## config.mk

```make
export PLATFORM = sky130hd
export DESIGN_NAME = s2mm_chain_dma
export DESIGN_NICKNAME = d
export VERILOG_FILES = /design/src/rtl/s2mm_pkg.sv /design/src/rtl/s2mm_bd_table.sv /design/src/rtl/s2mm_addr_gen.sv /design/src/rtl/s2mm_fsm.sv /design/src/rtl/s2mm_chain_dma.sv
export SDC_FILE = /design/constraint.sdc
export NUM_CORES = 1
export LEC_CHECK = 0
export ABC_AREA = 1
export BUFFER_PORTS_ARGS = -buffer_cell sky130_fd_sc_hd__buf_2
export CAP_MARGIN = 20
export CORE_UTILIZATION = 50
export DETAILED_ROUTE_END_ITERATION = 10
export PLACE_DENSITY = 0.67
export SLEW_MARGIN = 20
export SYNTH_ARGS = -nofsm -noshare
export SYNTH_HDL_FRONTEND = slang
export SYNTH_SLANG_ARGS = --single-unit
export TNS_END_PERCENT = 1
```

## constraint.sdc

```tcl
create_clock -name clk_i -period 4.4 [get_ports clk_i]
set_input_delay 0.88 -clock clk_i [delete_from_list [all_inputs] [get_ports clk_i]]
set_output_delay 0.88 -clock clk_i [all_outputs]
set_load 0.02 [all_outputs]
```

## src/rtl/s2mm_pkg.sv

```systemverilog
package s2mm_pkg;
  parameter int ADDR_W = 16;
  parameter int LEN_W  = 12;
  parameter int IDX_W  = 4;
  parameter int LOCK_W = 4;
  parameter int STR_W  = 4;
  parameter int DATA_W = 32;

  typedef struct packed {
    logic [STR_W-1:0]  stride;
    logic [LOCK_W-1:0] lock_id;
    logic              lock_en;
    logic              chain;
    logic [IDX_W-1:0]  nxt;
    logic [LEN_W-1:0]  len_m1;
    logic [ADDR_W-1:0] base;
  } desc_t;

  localparam int DESC_W = $bits(desc_t);

  typedef enum logic [2:0] {
    ST_IDLE, ST_LOAD, ST_ACQ, ST_XFER, ST_WRITE, ST_REL, ST_NEXT
  } st_e;
endpackage

```

## src/rtl/s2mm_bd_table.sv

```systemverilog
module s2mm_bd_table
  import s2mm_pkg::*;
#(
  parameter int N_BD = 16
) (
  input  logic                     clk_i,
  input  logic                     rst_ni,
  input  logic                     we_i,
  input  logic [$clog2(N_BD)-1:0]  widx_i,
  input  desc_t                    wdesc_i,
  input  logic [$clog2(N_BD)-1:0]  ridx_i,
  output desc_t                    rdesc_o
);
  desc_t tbl_q [N_BD];

  for (genvar g = 0; g < N_BD; g++) begin : g_ent
    always_ff @(posedge clk_i or negedge rst_ni) begin
      if (!rst_ni)                           tbl_q[g] <= '0;
      else if (we_i && widx_i == g[$clog2(N_BD)-1:0]) tbl_q[g] <= wdesc_i;
    end
  end

  assign rdesc_o = tbl_q[ridx_i];
endmodule

```

## src/rtl/s2mm_addr_gen.sv

```systemverilog
module s2mm_addr_gen
  import s2mm_pkg::*;
(
  input  logic              clk_i,
  input  logic              rst_ni,
  input  logic              load_i,
  input  logic [ADDR_W-1:0] base_i,
  input  logic              step_i,
  input  logic [STR_W-1:0]  stride_i,
  output logic [ADDR_W-1:0] addr_o
);
  always_ff @(posedge clk_i or negedge rst_ni) begin
    if (!rst_ni)     addr_o <= '0;
    else if (load_i) addr_o <= base_i;
    else if (step_i) addr_o <= addr_o + ADDR_W'(stride_i);
  end

  // a load and a step never coincide, so no address is skipped
  assert_no_step_on_load_R3: assert property (@(posedge clk_i) disable iff (!rst_ni)
    !(load_i && step_i));
endmodule

```

## src/rtl/s2mm_fsm.sv

```systemverilog
module s2mm_fsm
  import s2mm_pkg::*;
(
  input  logic              clk_i,
  input  logic              rst_ni,
  input  logic              start_i,
  input  logic [IDX_W-1:0]  start_idx_i,
  output logic [IDX_W-1:0]  rd_idx_o,
  input  desc_t             rdesc_i,
  output logic              addr_load_o,
  output logic [ADDR_W-1:0] addr_base_o,
  output logic              addr_step_o,
  output logic [STR_W-1:0]  addr_stride_o,
  output logic              busy_o,
  output logic              done_o,
  input  logic [DATA_W-1:0] s_tdata_i,
  input  logic              s_tvalid_i,
  input  logic              s_tlast_i,
  output logic              s_tready_o,
  output logic              mem_req_o,
  output logic [DATA_W-1:0] mem_wdata_o,
  input  logic              mem_gnt_i,
  output logic              lock_acq_o,
  output logic              lock_rel_o,
  output logic [LOCK_W-1:0] lock_id_o,
  input  logic              lock_gnt_i
);
  st_e              st_q;
  logic [IDX_W-1:0] idx_q;
  desc_t            d_q;
  logic [LEN_W-1:0] cnt_q;
  logic             last_q;
  logic [DATA_W-1:0] wd_q;

  always_ff @(posedge clk_i or negedge rst_ni) begin
    if (!rst_ni) begin
      st_q <= ST_IDLE; idx_q <= '0; d_q <= '0;
      cnt_q <= '0; last_q <= 1'b0; wd_q <= '0;
    end else begin
      unique case (st_q)
        ST_IDLE: if (start_i) begin idx_q <= start_idx_i; st_q <= ST_LOAD; end
        ST_LOAD: begin
          d_q   <= rdesc_i;
          cnt_q <= '0;
          st_q  <= rdesc_i.lock_en ? ST_ACQ : ST_XFER;
        end
        ST_ACQ:  if (lock_gnt_i) st_q <= ST_XFER;
        ST_XFER: if (s_tvalid_i) begin
          wd_q   <= s_tdata_i;
          last_q <= s_tlast_i || (cnt_q == d_q.len_m1);
          st_q   <= ST_WRITE;
        end
        ST_WRITE: if (mem_gnt_i) begin
          cnt_q <= cnt_q + 1'b1;
          if (last_q) st_q <= d_q.lock_en ? ST_REL : ST_NEXT;
          else        st_q <= ST_XFER;
        end
        ST_REL:  st_q <= ST_NEXT;
        ST_NEXT: if (d_q.chain) begin idx_q <= d_q.nxt; st_q <= ST_LOAD; end
                 else st_q <= ST_IDLE;
        default: st_q <= ST_IDLE;
      endcase
    end
  end

  assign rd_idx_o      = idx_q;
  assign addr_load_o   = (st_q == ST_LOAD);
  assign addr_base_o   = rdesc_i.base;
  assign addr_step_o   = (st_q == ST_WRITE) && mem_gnt_i;
  assign addr_stride_o = d_q.stride;
  assign busy_o        = (st_q != ST_IDLE);
  assign done_o        = (st_q == ST_NEXT) && !d_q.chain;
  assign s_tready_o    = (st_q == ST_XFER);
  assign mem_req_o     = (st_q == ST_WRITE);
  assign mem_wdata_o   = wd_q;
  assign lock_acq_o    = (st_q == ST_ACQ);
  assign lock_rel_o    = (st_q == ST_REL);
  assign lock_id_o     = d_q.lock_id;

  assert_acq_hold_R8: assert property (@(posedge clk_i) disable iff (!rst_ni)
    lock_acq_o && !lock_gnt_i |=> lock_acq_o && $stable(lock_id_o));
  assert_done_then_idle_R7: assert property (@(posedge clk_i) disable iff (!rst_ni)
    done_o |=> !busy_o && !done_o);
  assert_len_bound_R4: assert property (@(posedge clk_i) disable iff (!rst_ni)
    mem_req_o |-> cnt_q <= d_q.len_m1);
  assert_rel_after_write_R9: assert property (@(posedge clk_i) disable iff (!rst_ni)
    lock_rel_o |-> $past(mem_req_o && mem_gnt_i));
  assert_one_action_R10: assert property (@(posedge clk_i) disable iff (!rst_ni)
    $onehot0({s_tready_o, mem_req_o, lock_acq_o, lock_rel_o}));
endmodule

```

## src/rtl/s2mm_chain_dma.sv

```systemverilog
module s2mm_chain_dma
  import s2mm_pkg::*;
#(
  parameter int N_BD = 16
) (
  input  logic                    clk_i,
  input  logic                    rst_ni,
  input  logic                    cfg_we_i,
  input  logic [IDX_W-1:0]        cfg_idx_i,
  input  logic [DESC_W-1:0]       cfg_desc_i,
  input  logic                    start_i,
  input  logic [IDX_W-1:0]        start_idx_i,
  output logic                    busy_o,
  output logic                    done_o,
  input  logic [DATA_W-1:0]       s_tdata_i,
  input  logic                    s_tvalid_i,
  input  logic                    s_tlast_i,
  output logic                    s_tready_o,
  output logic                    mem_req_o,
  output logic [ADDR_W-1:0]       mem_addr_o,
  output logic [DATA_W-1:0]       mem_wdata_o,
  input  logic                    mem_gnt_i,
  output logic                    lock_acq_o,
  output logic                    lock_rel_o,
  output logic [LOCK_W-1:0]       lock_id_o,
  input  logic                    lock_gnt_i
);
  desc_t             rdesc;
  logic [IDX_W-1:0]  rd_idx;
  logic              a_load, a_step;
  logic [ADDR_W-1:0] a_base;
  logic [STR_W-1:0]  a_stride;

  s2mm_bd_table #(.N_BD(N_BD)) u_tbl (
    .clk_i, .rst_ni, .we_i(cfg_we_i), .widx_i(cfg_idx_i),
    .wdesc_i(desc_t'(cfg_desc_i)), .ridx_i(rd_idx), .rdesc_o(rdesc)
  );

  s2mm_fsm u_fsm (
    .clk_i, .rst_ni, .start_i, .start_idx_i, .rd_idx_o(rd_idx), .rdesc_i(rdesc),
    .addr_load_o(a_load), .addr_base_o(a_base), .addr_step_o(a_step),
    .addr_stride_o(a_stride), .busy_o, .done_o, .s_tdata_i, .s_tvalid_i,
    .s_tlast_i, .s_tready_o, .mem_req_o, .mem_wdata_o, .mem_gnt_i,
    .lock_acq_o, .lock_rel_o, .lock_id_o, .lock_gnt_i
  );

  s2mm_addr_gen u_ag (
    .clk_i, .rst_ni, .load_i(a_load), .base_i(a_base), .step_i(a_step),
    .stride_i(a_stride), .addr_o(mem_addr_o)
  );

  assert_mem_hold_R10: assert property (@(posedge clk_i) disable iff (!rst_ni)
    mem_req_o && !mem_gnt_i |=> mem_req_o && $stable(mem_addr_o) && $stable(mem_wdata_o));
  assert_start_ignored_R11: assert property (@(posedge clk_i) disable iff (!rst_ni)
    busy_o && !done_o |=> busy_o);
endmodule

```

==> summary.md, run 1 <==
| Metric | Value |
|---|---|
| Status | finished, final reports clean |
| Routability cong. | about 0.79 |
| Grt ovf | 0 |
| Max-cap violations | 0 |
| Cells after synthesis | 4,234 |
| Setup CP Type | reg2out |
| Wire per inst | roughly 19 um |
| Area delta synth->final | 11.1% |
| Hold bufs inserted after CTS | 0 |
| FMAX | 354 MHz |
| Sw Ratio | 0.381 |
| Clk_lat worst skew | ~630 ps |
| #FFs+latches synth | about 770 |
| Clk slew on worst S/H paths | approximately 60 ps |
| Post-Synth XOR/XNOR Area | 0.00427 |
| Max-slew headroom | 0.252 |
| Post-synthesis simple-gate area fraction | 0.233 |
| Hold Path Class | in2async |
| Net count reported at finish | ~4.3k |
| Antenna viol nets, final | 0 |
| Setup WS post-layout | between 1500 and 2000 ps |
| Initial antenna violation count | 1 |
| Post-synthesis compound-gate area fraction | 0.138 |
| Arr. time, crit path | 1950 ps |
| Post-Syn Area | around 35,000 sq um |
| Post-Synth Adder-Cell Area | 0.00237 |
| Tot Pwr | between 0.02 and 0.03 W |
| IO Pins | 148 |
| Startpoint Class | flop |
| Max Slew Vio Count | 0 |
| Worst Max-Slew Pin Slew | 1120 ps |
| Leak Pwr | between 15 and 20 nW |
| Largest family of logic cells by synthesized area | simple AND/OR/NAND/NOR gates |
| Routed vias | around 29k |
| VDD IR max | ~0.0004 V |
| CTS tree | yes |
| CTS Sinks | approximately 770 |
| Flop pwr share | 0.394 |
| Core area | approximately 69,000 sq um |
| CP Data Required Time | about 3500 ps |
| Pre-CTS WS | roughly 1400 ps |
| Die Y | around 270 um |
| Diode count | 0 |
| Std cell rows | 96 |
| Die Span X | 266 um |
| DRT iter0 DRCs | about 3.1k |
| Vias per cell | 5.56 |
| CTS Root Cell | clkbuf_16 |
| Total wire length | roughly 98,000 um |
| GRT Overall Usage | 0.281 |
| Resize count post-CTS | 0 |
| Register area | approximately 19,000 sq um |
| Initial Utilization | 0.507 |
| Final Hold Vio Count | 0 |
| Clock group share of total power | 0.269 |
| Post-DP HPWL | a little over 50,000 um |
| Share of cells above drive strength 1 | 0.0992 |
| Post-CTS Setup Bufs | 0 |
| Worst setup EP type | primary output |
| CP max FO | 10 |
| Final period util | 0.643 |
| Comb power frac | 0.337 |
| Ys Warns | 0 |
| IO buf count | 147 |
| Net Switching | between 0.009 and 0.01 W |
| RSZ-0062 raised after global routing | no |
| Post-synthesis sequential area ratio | 0.550 |
| Syn_nets | 4,330 |
| TritonCTS buffer count | between 80 and 90 |
| Multiplexer area fraction after synthesis | 0.0103 |
| Netlist cell types | 39 |
| Fin crit period | ~2800 ps |
| CTS Buffer Depth | 3 |
| Pin count of the biggest net entering global routing | roughly 150 |
| CTS H-tree lvls | 3 |
| Syn_area_per_cell | 8.24 sq um |
| Drt pass-1 iters | 6 |
| Internal Power | between 0.015 and 0.02 W |
| Fill cells | around 6.3k |
| Setup TNS | 0 ps |
| DR DRC count | 0 |
| Global-route wire length before repair | approximately 160,000 um |
| PwrDens | roughly 650 nW/um^2 |
| Vias in the first global route | roughly 27k |
| Die ar. | 70,800 sq um |
| Setup Viol. Count Final | 0 |
| Setup Skew | ~16 ps |
| Multi-input gate area | 13,700 sq um |
==> worst paths after layout <==
check                             startpoint           endpoint  slack, ps  cells after the start
max                            u_fsm.st_q[1]             done_o       1570                      5
min                                   rst_ni     u_ag.addr_o[9]        310                      1
max reg2reg                u_fsm.rd_idx_o[2]    u_ag.addr_o[13]       1680                      8
min reg2reg                 u_tbl.tbl_q[298]   u_tbl.tbl_q[298]        480                      2
max in group asynchronous             rst_ni  u_fsm.rd_idx_o[1]       2980                      2
min in group clk_i          u_tbl.tbl_q[298]   u_tbl.tbl_q[298]        480                      2
==> per-layer routing <==
layer	global-route usage	vias to the layer above	wire [um]
li1	-	13713	-
met1	0.399	13851	44300
met2	0.444	1030	43900
met3	0.0501	148	7540
met4	0.0750	0	2120
met5	0	-	0
==> worst max-delay path: stages, from the launching register on <==
cell     delay, ps
dfrtp_1        380
inv_1           80
nor2_1          80
nand2_1        370
nor2_1         240
buf_2          190
==> cell type report <==
cell class,count,area share
tap,931,0.0301
clock buffer,122,0.0639
inverter,171,0.0170
timing repair buffer,202,0.0352
sequential,766,0.495
clock inverter,19,0.00465
multi-input combinational,2956,0.354
==> layout by cell type (no fill, tap or decap), types with 20 or more instances in the layout <==
cell	Yosys	final
a21oi_1	140	140
a2bb2oi_1	20	20
buf_2	121	146
buf_4	17	38
clkbuf_16	0	85
clkbuf_8	0	21
dfrtp_1	766	762
inv_1	162	160
mux2_2	32	32
nand2_1	1303	1294
nand3_1	431	426
nor2_1	221	221
o211ai_1	47	47
o21ai_0	647	647
o21ai_1	30	30
==> per-stage QoR <==
step	instances	cell area [sq um]	utilization	hold slack (ps)
final	5167	38700	0.563	311
after global routing	5167	38700	0.563	384
after CTS	5166	38700	0.562	338
after detailed placement	5025	36000	0.524	466
after global placement	5025	36000	0.524	459
after floorplan	4234	34900	-	445
==> registers in the layout, indices dropped and copies added (netlist names) <==
name / flops
u_fsm.mem_wdata_o: 32
u_ag.addr_o: 16
u_fsm.cnt_q: 12
u_fsm.lock_id_o: 4
u_fsm.st_q: 3
u_fsm.last_q: 1
u_tbl.tbl_q: 672
u_fsm.addr_stride_o: 4
u_fsm.d_q: 18
u_fsm.rd_idx_o: 4
==> power groups by stage <==
stage,registers [W],clock network [W],logic (W)
final,0.00998,0.00682,0.00852
after detailed placement,0.0101,0,0.00847
after global placement,0.0100,0,0.00834
after CTS,0.00995,0.00694,0.00851
after global routing,0.0102,0.00722,0.00954
after floorplan,0.00983,0,0.00597
==> cell usage after synthesis <==
| cell type | count | share of area |
|---|---|---|
| o21bai_1 | 1 | 0.00022 |
| nand3_2 | 1 | 0.00029 |
| clkbuf_1 | 179 | 0.019 |
| buf_2 | 121 | 0.017 |
| nor2_1 | 221 | 0.024 |
| nand4_1 | 6 | 0.0011 |
| o21ai_1 | 30 | 0.0043 |
| buf_6 | 2 | 0.00065 |
| dfrtp_1 | 766 | 0.55 |
| a22oi_1 | 6 | 0.0013 |
| o21a_1 | 1 | 0.00022 |
| xnor2_1 | 11 | 0.0028 |
| inv_1 | 162 | 0.017 |
| nor2_2 | 3 | 0.00054 |
| mux2_2 | 32 | 0.010 |
| nand3_1 | 431 | 0.062 |
| nor4_2 | 2 | 0.00072 |
| a21oi_1 | 140 | 0.020 |
| buf_4 | 17 | 0.0037 |
| o211ai_1 | 47 | 0.010 |
| ha_1 | 5 | 0.0018 |
| nor3_4 | 1 | 0.00047 |
| a2bb2oi_1 | 20 | 0.0050 |
| buf_1 | 22 | 0.0024 |
| nor3_2 | 1 | 0.00029 |
| o31ai_1 | 2 | 0.00043 |
| a31oi_1 | 1 | 0.00018 |
| nand2_1 | 1303 | 0.14 |
| fa_1 | 1 | 0.00057 |
| clkinv_1 | 2 | 0.00022 |
| nor3_1 | 8 | 0.0011 |
| a211oi_1 | 2 | 0.00043 |
| a21oi_2 | 13 | 0.0033 |
| nand3b_1 | 2 | 0.00043 |
| o21ai_0 | 647 | 0.093 |
| or2_2 | 11 | 0.0020 |
| nor4_4 | 1 | 0.00061 |
| inv_2 | 7 | 0.00075 |
| xor2_1 | 6 | 0.0015 |
==> logic make-up (layout without fill, tap and decap cells) <==
family | Yosys count | after routing
buffers and inverters | 512 | 514
and+or+nand+nor | 1991 | 1991
adders and majority gates | 6 | 6
AOI/OAI and AO/OA | 910 | 910
muxes | 32 | 32
DFF | 766 | 766
xor gates and xnor gates | 17 | 17
No activity file was read; power rests on OpenSTA's default activity.
==> inputs of run 2 (changes only) <==
--- a/config.mk
+++ b/config.mk
@@ -10,7 +10,7 @@
 export CAP_MARGIN = 20
 export CORE_UTILIZATION = 50
 export DETAILED_ROUTE_END_ITERATION = 10
-export PLACE_DENSITY = 0.67
+export PLACE_DENSITY = 0.69
 export SLEW_MARGIN = 20
 export SYNTH_ARGS = -nofsm -noshare
 export SYNTH_HDL_FRONTEND = slang
==> constraint.sdc (replaced) <==
create_clock -name clk_i -period 2.4 [get_ports clk_i]
set_input_delay 0.48 -clock clk_i [delete_from_list [all_inputs] [get_ports clk_i]]
set_output_delay 0.48 -clock clk_i [all_outputs]
set_load 0.02 [all_outputs]
==> summary.md, run 2 (same netlist as run 1, synthesis figures left out) <==
| Metric | Value |
|---|---|
| TritonCTS buffer count | 80 |
| Startpoint Class | flop |
| Antenna viol nets, final | 0 |
| Die ar. | around 71,000 sq um |
| Setup Viol. Count Final | 0 |
| Wire per inst | 18.6 um |
| Pin count of the biggest net entering global routing | between 100 and 150 |
| Area delta synth->final | 13.3% |
| Leak Pwr | ~19 nW |
| Die Span X | between 200 and 300 um |
| Global-route wire length before repair | around 160,000 um |
| CP Data Required Time | between 1500 and 2000 ps |
| Fin crit period | approximately 2300 ps |
| Vias in the first global route | between 20k and 30k |
| DR DRC count | 0 |
| Most frequent cells in the layout | nand2_1 (1,293), dfrtp_1 (762), o21ai_0 (647), nand3_1 (426), nor2_1 (219) |
| Largest register by flop count | u_tbl.tbl_q |
| DRT iter0 DRCs | a little under 3k |
| Status | finished, final reports clean |
| IO Pins | roughly 150 |
| Std cell rows | 96 |
| Net count reported at finish | 4,316 |
| CTS tree | yes |
| Max FFs per register | between 600 and 700 |
| Register area | 19,200 sq um |
| Total wire length | 97,000 um |
| CP max FO | 5 |
| PwrDens | about 1200 nW/um^2 |
| Drt pass-1 iters | 6 |
| FMAX | about 430 MHz |
| Sw Ratio | 0.377 |
| Setup Skew | about 21 ps |
| Clk_lat worst skew | roughly 630 ps |
| CTS H-tree lvls | 3 |
| CTS Sinks | about 770 |
| Setup TNS | 0 ps |
| Arr. time, crit path | ~1900 ps |
| CTS Buffer Depth | 3 |
| RSZ-0062 raised after global routing | no |
| Share of cells above drive strength 1 | 0.108 |
| Initial Utilization | 0.507 |
| Setup CP Type | reg2out |
| Die Y | 266 um |
| Final period util | 0.977 |
| Clock group share of total power | 0.268 |
| Routability cong. | ~0.8 |
| Max-cap violations | 0 |
| Diode count | 0 |
| Comb power frac | 0.353 |
| Post-CTS Setup Bufs | 0 |
| Clk slew on worst S/H paths | roughly 60 ps |
| Max Slew Vio Count | 0 |
| Multi-input gate area | around 14,000 sq um |
| Routed vias | approximately 29k |
| IO buf count | approximately 150 |
| Worst Max-Slew Pin Slew | about 770 ps |
| Initial antenna violation count | 0 |
| Worst setup EP type | primary output |
| Max-slew headroom | 0.489 |
| Post-DP HPWL | about 54,000 um |
| Util after Layout | 0.574 |
| Core area | 68,800 sq um |
| Hold Path Class | in2reg |
| Flop pwr share | 0.379 |
| GRT Overall Usage | 0.279 |
| Net Switching | approximately 0.018 W |
| CTS Root Cell | clkbuf_16 |
| Fill cells | 6,241 |
| Vias per cell | 5.57 |
| Final Hold Vio Count | 0 |
| Grt ovf | 0 |
| Internal Power | 0.0295 W |
| Most common cell after layout, fill and taps aside | nand2_1 |
| VDD IR max | 0.000890 V |
## run 2: power by group through the flow
stage	registers, W	clock network (W)	logic [W]
final	0.0180	0.0127	0.0167
after global routing	0.0183	0.0134	0.0186
after CTS	0.0179	0.0129	0.0167
after detailed placement	0.0181	0	0.0166
after global placement	0.0180	0	0.0163
after floorplan	0.0180	0	0.0109
## run 2: worst paths after layout
| kind | cells past startpoint | from | slack [ps] | to |
|---|---|---|---|---|
| setup reg to reg | 10 | u_fsm.addr_stride_o[2] | 370 | u_ag.addr_o[11] |
| max in group asynchronous | 3 | rst_ni | 1170 | u_tbl.tbl_q[231] |
| hold reg to reg | 2 | u_tbl.tbl_q[130] | 480 | u_tbl.tbl_q[130] |
| setup / recovery | 4 | u_fsm.st_q[0] | 60 | mem_req_o |
| hold / removal | 2 | s_tdata_i[13] | 80 | u_fsm.mem_wdata_o[13] |
| min in group asynchronous | 2 | rst_ni | 370 | u_tbl.tbl_q[303] |
## run 2: what timing repair did
action / in CTS / in global routing
hold buffers: 1 / 0
pin swaps: 0 / 0
gates cloned: 0 / 0
setup endpoints to repair: 1 / 2
hold endpoints to repair: 28 / 0
resized for setup: 3 / 3
## run 2: layout make-up
| type | instances | area share |
|---|---|---|
| Multi-Input combinational cell | 2956 | 0.347 |
| Sequential cell | 766 | 0.485 |
| Clock inverter | 25 | 0.00785 |
| Tap cell | 931 | 0.0295 |
| Clock buffer | 117 | 0.0599 |
| Inverter | 171 | 0.0166 |
| Timing Repair Buffer | 245 | 0.0537 |
## run 2: layer usage
layer	share of wire	vias to the layer above	GRT usage	routed length (um)
met3	0.070	158	0.0364	6780
met5	0	-	0	0
met4	0.023	0	0.0826	2200
met2	0.45	1061	0.432	43500
li1	-	13816	-	-
met1	0.46	13993	0.410	44500
## run 2: through the flow
step	hold WS, ps	instance area [sq um]	total power (W)	std cells	setup slack (ps)
after floorplan	184	34900	0.0290	4234	573
after global placement	423	36800	0.0343	5068	329
after detailed placement	417	36800	0.0347	5068	264
after CTS	52.7	39500	0.0475	5211	6.65
after global routing	78.0	39500	0.0503	5211	21.3
final	77.8	39500	0.0474	5211	55.7
## run 2: critical path, cell delays in order (launching register included)
cell	delay, ps
dfrtp_1	430
nor2_2	180
nand2_1	220
inv_2	200
buf_2	200
